$ cat src/rtl/wdt_feed_pkg.sv
package wdt_feed_pkg;

    // Register byte offsets; software depends on these.
    localparam int OFF_MODE  = 'h0;
    localparam int OFF_CONST = 'h4;
    localparam int OFF_FEED  = 'h8;
    localparam int OFF_VALUE = 'hC;

    // Mode register bit positions.
    localparam int BIT_EN   = 0;
    localparam int BIT_RST  = 1;
    localparam int BIT_TOF  = 2;
    localparam int BIT_INTF = 3;

    // Feed sequence codes.
    localparam int FEED_FIRST  = 'hAA;
    localparam int FEED_SECOND = 'h55;

    typedef enum logic {
        FEED_IDLE,
        FEED_ARMED
    } feed_state_t;

    typedef enum logic {
        CNT_HALT,
        CNT_RUN
    } cnt_state_t;

endpackage

$ cat src/rtl/wdt_feed_fsm.sv
module wdt_feed_fsm
    import wdt_feed_pkg::*;
#(
    parameter int DATA_W = 32
) (
    input  logic              clk,
    input  logic              rst_n,
    input  logic              enable,
    input  logic              wr_feed,
    input  logic              wr_other,
    input  logic [DATA_W-1:0] wdata,
    output logic              feed_ok,
    output logic              feed_bad
);

    localparam logic [DATA_W-1:0] CODE_A = DATA_W'(FEED_FIRST);
    localparam logic [DATA_W-1:0] CODE_B = DATA_W'(FEED_SECOND);

    feed_state_t st_q, st_d;

    always_ff @(posedge clk or negedge rst_n) begin
        if (!rst_n) st_q <= FEED_IDLE;
        else        st_q <= st_d;
    end

    always_comb begin
        st_d     = st_q;
        feed_ok  = 1'b0;
        feed_bad = 1'b0;
        if (enable) begin
            unique case (st_q)
                FEED_IDLE: begin
                    if (wr_feed) begin
                        if (wdata == CODE_A) st_d = FEED_ARMED;
                        else                 feed_bad = 1'b1;
                    end
                end
                FEED_ARMED: begin
                    if (wr_feed) begin
                        st_d = FEED_IDLE;
                        if (wdata == CODE_B) feed_ok  = 1'b1;
                        else                 feed_bad = 1'b1;
                    end else if (wr_other) begin
                        st_d     = FEED_IDLE;
                        feed_bad = 1'b1;
                    end
                end
            endcase
        end
    end

endmodule

$ cat src/rtl/wdt_down_counter.sv
module wdt_down_counter
    import wdt_feed_pkg::*;
#(
    parameter int CNT_W    = 32,
    parameter int PRESCALE = 4
) (
    input  logic             clk,
    input  logic             rst_n,
    input  logic             tick,
    input  logic             start,
    input  logic             restart,
    input  logic [CNT_W-1:0] reload_val,
    output logic [CNT_W-1:0] value,
    output logic             running,
    output logic             underflow
);

    localparam int             PS_W    = (PRESCALE > 1) ? $clog2(PRESCALE) : 1;
    localparam logic [PS_W-1:0] PS_LAST = PS_W'(PRESCALE - 1);

    cnt_state_t       st_q, st_d;
    logic [CNT_W-1:0] cnt_q, cnt_d;
    logic [PS_W-1:0]  ps_q, ps_d;

    always_ff @(posedge clk or negedge rst_n) begin
        if (!rst_n) begin
            st_q  <= CNT_HALT;
            cnt_q <= '0;
            ps_q  <= '0;
        end else begin
            st_q  <= st_d;
            cnt_q <= cnt_d;
            ps_q  <= ps_d;
        end
    end

    always_comb begin
        st_d  = st_q;
        cnt_d = cnt_q;
        ps_d  = ps_q;
        unique case (st_q)
            CNT_HALT: begin
                if (start) begin
                    st_d  = CNT_RUN;
                    cnt_d = reload_val;
                    ps_d  = '0;
                end
            end
            CNT_RUN: begin
                if (start || restart) begin
                    cnt_d = reload_val;
                    ps_d  = '0;
                end else if (tick) begin
                    if (ps_q == PS_LAST) begin
                        ps_d  = '0;
                        cnt_d = (cnt_q == '0) ? reload_val : cnt_q - 1'b1;
                    end else begin
                        ps_d = ps_q + 1'b1;
                    end
                end
            end
        endcase
    end

    always_comb begin
        running   = (st_q == CNT_RUN);
        underflow = running && tick && (ps_q == PS_LAST) && (cnt_q == '0);
        value     = running ? cnt_q : reload_val;
    end

endmodule

$ cat src/rtl/wdt_feed_guard.sv
module wdt_feed_guard
    import wdt_feed_pkg::*;
#(
    parameter int ADDR_W   = 4,
    parameter int DATA_W   = 32,
    parameter int PRESCALE = 4,
    parameter int TC_MIN   = 'hFF
) (
    input  logic              clk,
    input  logic              rst_n,
    input  logic              wd_tick,
    input  logic [ADDR_W-1:0] bus_addr,
    input  logic              bus_we,
    input  logic [DATA_W-1:0] bus_wdata,
    output logic [DATA_W-1:0] bus_rdata,
    output logic              irq,
    output logic              rst_req
);

    localparam logic [ADDR_W-1:0] A_MODE  = ADDR_W'(OFF_MODE);
    localparam logic [ADDR_W-1:0] A_CONST = ADDR_W'(OFF_CONST);
    localparam logic [ADDR_W-1:0] A_FEED  = ADDR_W'(OFF_FEED);
    localparam logic [ADDR_W-1:0] A_VALUE = ADDR_W'(OFF_VALUE);
    localparam logic [DATA_W-1:0] TC_FLOOR = DATA_W'(TC_MIN);

    logic              wr_mode, wr_const, wr_feed, wr_other;
    logic              en_q, rm_q, tof_q, intf_q;
    logic [DATA_W-1:0] tc_q;
    logic              feed_ok, feed_bad;
    logic [DATA_W-1:0] cnt_value;
    logic              cnt_running, cnt_underflow;
    logic              timeout;

    always_comb begin
        wr_mode  = bus_we && (bus_addr == A_MODE);
        wr_const = bus_we && (bus_addr == A_CONST);
        wr_feed  = bus_we && (bus_addr == A_FEED);
        wr_other = bus_we && (bus_addr != A_FEED);
    end

    wdt_feed_fsm #(.DATA_W(DATA_W)) u_feed (
        .clk      (clk),
        .rst_n    (rst_n),
        .enable   (en_q),
        .wr_feed  (wr_feed),
        .wr_other (wr_other),
        .wdata    (bus_wdata),
        .feed_ok  (feed_ok),
        .feed_bad (feed_bad)
    );

    wdt_down_counter #(.CNT_W(DATA_W), .PRESCALE(PRESCALE)) u_cnt (
        .clk        (clk),
        .rst_n      (rst_n),
        .tick       (wd_tick),
        .start      (feed_ok),
        .restart    (feed_bad),
        .reload_val (tc_q),
        .value      (cnt_value),
        .running    (cnt_running),
        .underflow  (cnt_underflow)
    );

    // A valid feed in the same cycle wins over a pending underflow.
    assign timeout = feed_bad || (cnt_underflow && !feed_ok);

    always_ff @(posedge clk or negedge rst_n) begin
        if (!rst_n) begin
            en_q    <= 1'b0;
            rm_q    <= 1'b0;
            tof_q   <= 1'b0;
            intf_q  <= 1'b0;
            tc_q    <= TC_FLOOR;
            rst_req <= 1'b0;
        end else begin
            if (wr_mode) begin
                en_q <= en_q | bus_wdata[BIT_EN];
                rm_q <= rm_q | bus_wdata[BIT_RST];
            end
            tof_q   <= (wr_mode ? (tof_q & bus_wdata[BIT_TOF]) : tof_q) | timeout;
            intf_q  <= intf_q | timeout;
            rst_req <= timeout & rm_q;
            if (wr_const) tc_q <= (bus_wdata < TC_FLOOR) ? TC_FLOOR : bus_wdata;
        end
    end

    assign irq = intf_q;

    always_comb begin
        bus_rdata = '0;
        case (bus_addr)
            A_MODE: begin
                bus_rdata[BIT_EN]   = en_q;
                bus_rdata[BIT_RST]  = rm_q;
                bus_rdata[BIT_TOF]  = tof_q;
                bus_rdata[BIT_INTF] = intf_q;
            end
            A_CONST: bus_rdata = tc_q;
            A_VALUE: bus_rdata = cnt_value;
            default: bus_rdata = '0;
        endcase
    end

endmodule

$ cat config.mk
export PLATFORM = sky130hd
export DESIGN_NAME = wdt_feed_guard
export DESIGN_NICKNAME = d
export VERILOG_FILES = /design/src/rtl/wdt_feed_pkg.sv /design/src/rtl/wdt_feed_fsm.sv /design/src/rtl/wdt_down_counter.sv /design/src/rtl/wdt_feed_guard.sv
export SDC_FILE = /design/constraint.sdc
export NUM_CORES = 1
export LEC_CHECK = 0
export ABC_CLOCK_PERIOD_IN_PS = 7100
export BUFFER_PORTS_ARGS = -buffer_cell sky130_fd_sc_hd__buf_2
export CAP_MARGIN = 20
export CORE_UTILIZATION = 46
export CTS_CLUSTER_DIAMETER = 80
export DETAILED_ROUTE_END_ITERATION = 16
export GPL_TIMING_DRIVEN = 0
export PLACE_DENSITY = 0.66
export SLEW_MARGIN = 10
export SYNTH_ARGS = -nofsm -noshare
export SYNTH_HDL_FRONTEND = slang
export SYNTH_SLANG_ARGS = --single-unit
export TNS_END_PERCENT = 1
$ cat constraint.sdc
create_clock -name clk -period 7.1 [get_ports clk]
set_input_delay 1.065 -clock clk [delete_from_list [all_inputs] [get_ports clk]]
set_output_delay 1.065 -clock clk [all_outputs]
set_load 0.01 [all_outputs]
==> metrics.csv, run 1 <==
stage,metric,value,unit
outcome,status,finished clean,
timing,Max-Slew Margin vs Limit,35.4,%
cts,post-CTS sizing,0,
power,Internal,683,µW
finish,most frequent cells in the layout,"nand2_1, buf_2, dfrtp_1",
timing,Worst-Margin Slew,0.960,ns
timing,final hold slack,0.504,ns
power,Comb power frac,16.4,%
timing,f_max,254,MHz
place,hpwl dp,10900,µm
finish,Final Core Density,55.5,%
worst_setup_path,WP data arrival,4.22,ns
power,LEAKAGE,2.22,nW
timing,max-slew violation count,0,
cts,Clock Sinks,73,
worst_setup_path,startpoint types,input port,
cts,TritonCTS buffer count,9,
drt,WL final,15300,µm
global_route,All-Layer GR Usage,32.3,%
synth,Mapped Area,0.00441,mm²
cts,clk slew on worst S/H paths,0.09,ns
power,worst vdd ir,177,µV
synth,"Net Count, Synth",568,
drt,wire per inst,20.6,µm
timing,final period utilization,55.5,%
die,core area,0.00928,mm²
finish,antenna cells,0,
timing,final setup TNS,0,ns
place,Routability Congestion,0.932,
timing,Setup-failing EPs final,0,
finish,share of layout cells above drive strength 1,23.1,%
cts,# hold bufs at CTS,0,
drt,initial detailed-routing violation count,575,
synth,sequential share of the synthesized area,41.6,%
synth,Mapped Cells,525,
die,die area,0.00999,mm²
die,row count,35,
worst_setup_path,CP Class,in2reg,
synth,library cells used by synthesis,56,
drt,vias per cell,6.23,
cts,"Setup Fix Bufs, Post-CTS",0,
synth,ys flop type,dfrtp_1,
worst_setup_path,CP max FO,10,
synth,"Avg Cell Area, Syn",8.41,µm²
finish,"commonest non-fill, non-tap cell in the layout",nand2_1,
hold_path,HP Class,reg2reg,
drt,Pre-Repair DR Iteration Count,6,
finish,Synth-to-Final Area Change,16.8,%
power,Switching Share,33.7,%
worst_setup_path,Critical Path RT,7.38,ns
power,Net Switching,348,µW
synth,Synth Warn #,0,
run,MaxCap Viol Count,0,
synth,"Async S/R FF share, synth",100,%
cts,root buf cell,clkbuf_8,
cts,H-tree Lvls,3,
synth,Yosys reg bits,73,
finish,nets,653,
drt,Routed Antenna Nets,0,
cts,TritonCTS clock tree,done,
cts,worst-skew pair later-pin latency,0.37,ns
die,starting density of the core,47.5,%
power,pwr dens,200,mW/mm²
drt,DRC,0,
die,Die X,100,µm
global_route,"Remaining Overflow, GRT",0,
global_route,largest net degree at the start of global routing,55,
cts,Clock Path Buffers,2,
power,clock power share,31.4,%
die,io pins,74,
timing,RSZ-0062 raised after global routing,false,
timing,skew final,0.0199,ns
global_route,initial antenna violation count,0,
global_route,global-route wire length before repair,24200,µm
timing,final hold viol count,0,
drt,vias,4635,
power,register share of total power,52.2,%
synth,Post-synth EDFFs,0,
place,IO Port Bufs,73,
global_route,vias in the first global route,4360,
die,Die Height,100,µm
worst_setup_path,Critical Path End Type,flop,
timing,fin crit period,3.94,ns
==> worst max-delay path, cell delays in order <==
cell and delay (ns):
buf_2 0.11, nor4_1 0.43, nand4_1 0.28, a211oi_1 0.55, o211a_1 0.31, clkbuf_1 0.51
buf_1 0.58, nor2_1 0.17, o211ai_1 0.22
==> kinds of logic after synthesis <==
kind of cell	after synthesis	synth area share, %
buf+inv	47	4.68
flops	73	41.6
simple gates	240	26.9
compound gates	133	18.7
fa+ha+maj	3	0.850
mux	29	7.26
==> state kept, by name, summed over array words and instances (netlist names) <==
register,count
u_cnt.ps_q,2
rm_q,1
rst_req,1
u_cnt.running,1
u_feed.st_q,1
irq,1
en_q,1
tof_q,1
tc_q,32
u_cnt.cnt_q,32
==> cell usage after synthesis (3+ instances only) <==
| library cell | count | area [µm²] |
|---|---|---|
| a21oi_1 | 55 | 275 |
| a221o_1 | 3 | 30.0 |
| a22oi_1 | 8 | 60.1 |
| a31o_2 | 3 | 26.3 |
| a31oi_1 | 4 | 25.0 |
| and3_1 | 8 | 50.1 |
| buf_1 | 4 | 15.0 |
| buf_2 | 6 | 30.0 |
| buf_6 | 3 | 33.8 |
| clkbuf_1 | 20 | 75.1 |
| dfrtp_1 | 65 | 1630 |
| dfstp_2 | 8 | 210 |
| ha_1 | 3 | 37.5 |
| inv_1 | 14 | 52.6 |
| mux2_2 | 24 | 270 |
| mux2i_1 | 5 | 50.1 |
| nand2_1 | 86 | 323 |
| nand2b_1 | 4 | 25.0 |
| nand3_1 | 24 | 120 |
| nand4_1 | 12 | 75.1 |
| nor2_1 | 47 | 176 |
| nor3_1 | 13 | 65.1 |
| nor4_1 | 14 | 87.6 |
| o211ai_1 | 5 | 37.5 |
| o21ai_0 | 23 | 115 |
| o21ai_1 | 3 | 15.0 |
| o22a_1 | 3 | 26.3 |
| o22ai_1 | 6 | 37.5 |
| o2bb2a_1 | 4 | 40.0 |
| o311ai_0 | 5 | 43.8 |
| or3_1 | 7 | 43.8 |
| or4_1 | 3 | 22.5 |
==> power groups by stage <==
stage               Clock (mW)  Sequential, mW  Combinational [mW]
CTS                      0.322           0.534               0.168
global placement             0           0.540               0.160
global route             0.340           0.543               0.188
floorplan                    0           0.509               0.107
finish                   0.323           0.538               0.169
detailed placement           0           0.541               0.167
==> metal layers <==
metal  vias to the layer above  GRT usage (%)  part of all wire [%]
li1                       2094              -                     -
met1                      2275           48.0                    45
met2                       237           48.6                    44
met3                        29           5.01                   9.6
met4                         0           9.28                   1.8
met5                         -              0                     0
==> stage by stage <==
step           setup slack (ns)  std cells  power (mW)  instance area (µm²)
6_report                   3.16        744        1.03                 5150
3_3_place_gp               2.95        727       0.701                 4940
3_5_place_dp               2.90        728       0.708                 4970
5_1_grt                    3.07        744        1.07                 5150
2_1_floorplan              4.07        525       0.615                 4410
4_1_cts                    3.28        744        1.02                 5150
==> worst paths after layout <==
kind                                  from               to  slack, ns  cells after the start
min                                   rm_q             rm_q       0.50                      1
max                           bus_wdata[8]  u_cnt.cnt_q[26]       3.16                      9
max in group asynchronous            rst_n          tc_q[1]       5.89                      2
min in group asynchronous            rst_n  u_cnt.cnt_q[19]       0.58                      1
min reg2reg                           rm_q             rm_q       0.50                      1
max reg2reg                u_cnt.cnt_q[24]  u_cnt.cnt_q[11]       3.63                      9
==> final cells by class <==
cell class	count	area, µm²
Multi-Input combinational cell	405	2370
Buffer	33	154
Tap cell	129	161
Clock buffer	9	124
Clock inverter	7	60.1
Sequential cell	73	1840
Timing Repair Buffer	74	395
Inverter	14	52.6
Fill cell	918	4130
Power figures use the tool's default switching activity.
==> inputs of run 2 (changes only) <==
Settings changed: ABC_AREA from default to 1, ABC_CLOCK_PERIOD_IN_PS 7100 to 3200, PLACE_DENSITY 0.66 to 0.68.
Clock period 7.1 ns to 3.2 ns, I/O delays scaled along.
==> run 2 against run 1 <==
Against the previous run:
- largest cell class unchanged
- sequential power increased to 2.9 times the previous value
- synthesized cell count increased by 48%
- via count increased by 13%
- die area is 16% higher
==> metrics.csv, run 2 <==
stage,metric,value,unit
synth,library cells used by synthesis,33,
timing,max-slew violation count,0,
cts,Clock Path Buffers,2,
finish,FF+latch area,0.00184,mm²
synth,Mapped Cells,777,
drt,vias per cell,5.20,
cts,TritonCTS clock tree,done,
synth,Yosys reg bits,73,
global_route,largest net degree at the start of global routing,58,
drt,WL final,14900,µm
synth,"Async S/R FF share, synth",100,%
cts,root buf cell,clkbuf_8,
die,Die Height,108,µm
drt,wire per inst,14.8,µm
finish,antenna cells,0,
power,worst vdd ir,311,µV
global_route,global-route wire length before repair,24200,µm
synth,Post-synth top cells,"nand2_1, o21ai_0, inv_1",
worst_setup_path,WP data arrival,1.95,ns
global_route,All-Layer GR Usage,27.6,%
hold_path,WHS Path Cells,3,
die,die area,0.0116,mm²
finish,fillers,1075,
timing,Worst-Margin Slew,0.578,ns
drt,Pre-Repair DR Iteration Count,5,
worst_setup_path,worst flop-to-flop path startpoint,u_cnt.cnt_q[25],
global_route,"Remaining Overflow, GRT",0,
place,IO Port Bufs,73,
synth,Synth Warn #,0,
synth,Mapped Area,0.00512,mm²
finish,share of layout cells above drive strength 1,15.0,%
finish,multi-input logic area,0.00276,mm²
global_route,vias in the first global route,4769,
drt,Routed Antenna Nets,0,
timing,Max-Slew Margin vs Limit,61.1,%
power,pwr dens,678,mW/mm²
timing,skew final,0.00443,ns
drt,initial detailed-routing violation count,429,
die,Die X,108,µm
die,io pins,74,
run,MaxCap Viol Count,0,
cts,TritonCTS buffer count,9,
worst_setup_path,flop2flop setup slack,0.87,ns
worst_setup_path,Critical Path RT,2.72,ns
timing,f_max,412,MHz
worst_setup_path,reg2reg end,u_cnt.cnt_q[8],
timing,final hold viol count,0,
cts,clk slew on worst S/H paths,0.08,ns
synth,cell taking the most area after synthesis,dfrtp_1,
finish,nets,906,
worst_setup_path,CP max FO,10,
finish,Regs by FF count,"tc_q (32), u_cnt.cnt_q (32), u_cnt.ps_q (2)",
place,Place WS,0.788,ns
finish,most frequent cells in the layout,"nand2_1, o21ai_0, inv_1",
synth,sequential share of the synthesized area,35.9,%
drt,DRC,0,
global_route,initial antenna violation count,0,
synth,ys flop type,dfrtp_1,
worst_setup_path,Critical Path End Type,output pin,
worst_setup_path,FF-to-FF path depth,8,
die,core area,0.0108,mm²
hold_path,Hold Crit Endpoint,tc_q[9],
timing,Setup-failing EPs final,0,
die,starting density of the core,47.2,%
finish,"commonest non-fill, non-tap cell in the layout",nand2_1,
finish,Final Core Density,54.3,%
timing,fin crit period,2.43,ns
finish,Synth-to-Final Area Change,14.9,%
hold_path,HP Class,in2reg,
place,hpwl dp,11700,µm
timing,final setup TNS,0,ns
outcome,status,finished clean,
place,Routability Congestion,0.908,
synth,"count leader, synth",nand2_1,
die,row count,38,
cts,post-CTS sizing,0,
hold_path,hold_sp,bus_wdata[9],
worst_setup_path,startpoint types,input port,
drt,vias,5238,
cts,Clock Sinks,73,
power,LEAKAGE,3.09,nW
synth,"Net Count, Synth",820,
timing,PnR worst setup slack,0.772,ns
cts,worst-skew pair later-pin latency,0.36,ns
synth,"Avg Cell Area, Syn",6.59,µm²
synth,largest cells by area after synthesis,"dfrtp_1, nand2_1, o21ai_0, inv_1, nor2_1",
synth,top-area cell type share of the netlist area,31.8,%
timing,final period utilization,75.9,%
cts,H-tree Lvls,3,
timing,RSZ-0062 raised after global routing,false,
synth,Post-synth EDFFs,0,
worst_setup_path,CP Class,in2out,
[run 2: logic make-up after synthesis]
kind of cell,share of synthesized area (%)
AOI/OAI and AO/OA,11.6
adders and majority gates,0.733
and+or+nand+nor,37.0
buffers and inverters,10.2
DFF,35.9
xor gates and xnor gates,4.62
[run 2: layout make-up]
cell class | count | share of cell area (%)
multi-input cells | 581 | 46.9
flip-flops and latches | 73 | 31.2
repair buffers | 75 | 6.89
inverters | 88 | 5.66
plain buffers | 35 | 3.23
well taps | 140 | 2.98
clock buffers | 12 | 2.64
clock inverters | 4 | 0.468
[run 2: per-stage QoR]
step | area (µm²) | power (mW) | cells | hold slack (ns)
floorplan | 5120 | 2.79 | 777 | 0.184
global placement | 5660 | 3.21 | 990 | 0.475
detailed placement | 5690 | 3.26 | 991 | 0.373
CTS | 5880 | 3.96 | 1008 | 0.334
global route | 5880 | 4.34 | 1008 | 0.348
finish | 5880 | 3.99 | 1008 | 0.345
[run 2: worst max path at each step]
stage | from | to
5_1_grt | bus_addr[0] | bus_rdata[14]
4_1_cts | bus_addr[0] | bus_rdata[12]
3_5_place_dp | bus_addr[0] | bus_rdata[12]
2_1_floorplan | bus_addr[0] | bus_rdata[10]
3_3_place_gp | bus_addr[0] | bus_rdata[12]
6_report | bus_addr[0] | bus_rdata[12]
[run 2: per-layer routing]
layer  vias to the layer above  global-route usage (%)  part of all wire (%)
met5                         -                       0                     0
met4                         0                    8.71                   1.3
li1                       2617                       -                     -
met1                      2402                    40.0                    47
met3                        16                    4.18                   6.6
met2                       203                    42.0                    45
[run 2: worst max-delay path, cell delays in order]
cell and delay (ns):
buf_2 0.11, inv_1 0.05, nand2_1 0.10, inv_1 0.07
nand2_1 0.10, nor2_1 0.21, clkbuf_1 0.40, nand2_1 0.08
o21ai_0 0.15, buf_2 0.20
[run 2: what timing repair did]
item                                   CTS  global route
setup buffers                            0             0
endpoints found under the hold margin   16             0
hold buffers                             1             0
[run 2: power by group]
part           leakage (nW)  total [mW]  internal (mW)  switching, mW
clock                0.0963       0.694          0.325          0.369
combinational          2.11        1.74          0.659           1.08
sequential            0.885        1.55           1.22          0.329
==> inputs of run 3 (changes only) <==
Settings changed: ABC_CLOCK_PERIOD_IN_PS 3200 to 2300, PLACE_DENSITY 0.68 to 0.65.
Clock period 3.2 ns to 2.3 ns, I/O delays scaled along.
==> run 3 against run 2 <==
Against the previous run:
- sequential cell count unchanged
- critical path type is now reg2reg
- clock power increased by 50%
- power increased by 43%
- critical endpoint is now rst_req
- worst setup slack got worse by 0.65 ns
- highest routed layer unchanged
==> metrics.csv, run 3 (synthesis gave the netlist of run 2 again) <==
stage,metric,value,unit
cts,Clock Sinks,73,
hold_path,HP Class,in2reg,
cts,TritonCTS clock tree,done,
global_route,All-Layer GR Usage,28.7,%
worst_setup_path,flop2flop setup slack,0.12,ns
place,hpwl dp,12000,µm
timing,fin crit period,2.18,ns
finish,Synth-to-Final Area Change,15.8,%
power,LEAKAGE,3.10,nW
timing,skew final,0.00975,ns
power,worst vdd ir,449,µV
hold_path,hold_sp,bus_wdata[23],
cts,H-tree Lvls,3,
drt,Pre-Repair DR Iteration Count,5,
power,Comb power frac,43.4,%
worst_setup_path,CP max FO,7,
global_route,global-route wire length before repair,25100,µm
worst_setup_path,reg2reg end,rst_req,
finish,antenna cells,0,
worst_setup_path,Setup crit start,u_cnt.cnt_q[23],
cts,root buf cell,clkbuf_8,
die,starting density of the core,47.2,%
global_route,"Remaining Overflow, GRT",0,
die,Die X,108,µm
drt,WL final,15400,µm
drt,DRC,0,
power,Net Switching,2.53,mW
cts,worst-skew pair later-pin latency,0.37,ns
worst_setup_path,worst flop-to-flop path startpoint,u_cnt.cnt_q[23],
place,Routability Congestion,0.932,
cts,clk slew on worst S/H paths,0.08,ns
place,Area after DPL,0.00569,mm²
finish,share of layout cells above drive strength 1,16.2,%
power,Switching Share,44.4,%
die,die area,0.0116,mm²
die,core area,0.0108,mm²
timing,Setup-failing EPs final,0,
worst_setup_path,startpoint types,flop,
cts,"Setup Fix Bufs, Post-CTS",0,
drt,initial detailed-routing violation count,373,
worst_setup_path,Critical Path End Type,flop,
cts,TritonCTS buffer count,9,
cts,Clock Path Buffers,2,
finish,design area,0.00593,mm²
finish,Final Core Density,54.7,%
drt,vias per cell,5.21,
timing,Worst-Margin Slew,0.540,ns
die,row count,38,
place,IO Port Bufs,73,
power,clock power share,18.2,%
power,pwr dens,960,mW/mm²
worst_setup_path,Critical Path RT,2.59,ns
global_route,vias in the first global route,4755,
finish,most frequent cells in the layout,"nand2_1, o21ai_0, inv_1",
die,Die Height,108,µm
power,Internal,3.16,mW
timing,final period utilization,94.8,%
worst_setup_path,FF-to-FF path depth,10,
power,register share of total power,38.4,%
timing,RSZ-0062 raised after global routing,true,
worst_setup_path,Worst Setup EP,rst_req,
timing,max-slew violation count,0,
worst_setup_path,CP Class,reg2reg,
worst_setup_path,WP data arrival,2.47,ns
outcome,status,finished clean,
timing,final hold viol count,0,
global_route,largest net degree at the start of global routing,58,
global_route,initial antenna violation count,0,
finish,Regs by FF count,"tc_q (32), u_cnt.cnt_q (32), u_cnt.ps_q (2)",
timing,final hold slack,0.196,ns
run,MaxCap Viol Count,0,
drt,Routed Antenna Nets,0,
die,io pins,74,
drt,vias,5249,
timing,f_max,459,MHz
finish,nets,906,
finish,"commonest non-fill, non-tap cell in the layout",nand2_1,
drt,wire per inst,15.3,µm
timing,Max-Slew Margin vs Limit,63.9,%
-- run 3: cell types whose count changed in the layout (fill, tap and decap cells not counted), sizes merged --
cell,delta
bufinv,+1
buf,-2
clkbuf,+1
clkinv,-2
clkinvlp,+2
-- run 3: layout make-up --
type	instances	area, µm²
fillers	1118	4910
clock inverters	5	55.1
well taps	140	175
plain buffers	35	199
repair buffers	75	405
multi-input cells	581	2780
clock buffers	11	141
inverters	88	333
flip-flops and latches	73	1840
-- run 3: through the flow --
step	TNS, ns	worst slack, ns	total power [mW]	cells
after floorplan	0	0.466	3.88	777
after global placement	-0.00438	-0.00279	4.49	990
after detailed placement	0	0.0250	4.56	991
after CTS	0	0.00856	5.64	1008
after global routing	-0.0246	-0.0134	6.18	1008
final	0	0.120	5.69	1008
-- run 3: worst min path at each step --
stage | endpoint | slack [ns] | depth (start not counted)
floorplan | en_q | 0.05 | 0
global placement | u_cnt.ps_q[1] | 0.48 | 2
CTS | tc_q[23] | 0.18 | 3
detailed placement | u_cnt.cnt_q[22] | 0.24 | 1
finish | tc_q[23] | 0.20 | 3
global route | tc_q[13] | 0.20 | 3
-- run 3: power groups by stage --
| stage | clock, mW | combinational [mW] | sequential, mW |
|---|---|---|---|
| 2_1_floorplan | 0 | 1.86 | 2.02 |
| 3_3_place_gp | 0 | 2.33 | 2.16 |
| 3_5_place_dp | 0 | 2.39 | 2.17 |
| 4_1_cts | 1.06 | 2.42 | 2.16 |
| 5_1_grt | 1.12 | 2.83 | 2.24 |
| 6_report | 1.04 | 2.47 | 2.18 |
-- run 3: worst max-delay path: stages, from the launching register on --
cell and delay (ns):
dfrtp_1 0.36, clkbuf_1 0.22, nor2_1 0.15, nand2_1 0.07, inv_1 0.10, nand3_1 0.07
nor2_1 0.12, nand4_1 0.20, nor4_1 0.45, nand2_1 0.18, a21oi_1 0.16
-- run 3: metal layers --
layer,up-vias,global-route usage [%],part of all wire (%)
met4,0,9.59,1.4
li1,2617,-,-
met5,-,0,0
met3,18,3.81,6.8
met2,164,42.8,44
met1,2450,42.4,48
-- run 3: what timing repair did --
action,in CTS,in global routing
hold endpoints to repair,16,0
hold buffers,1,0
setup endpoints to repair,2,56
pin swaps,0,1
gates resized for setup,1,16
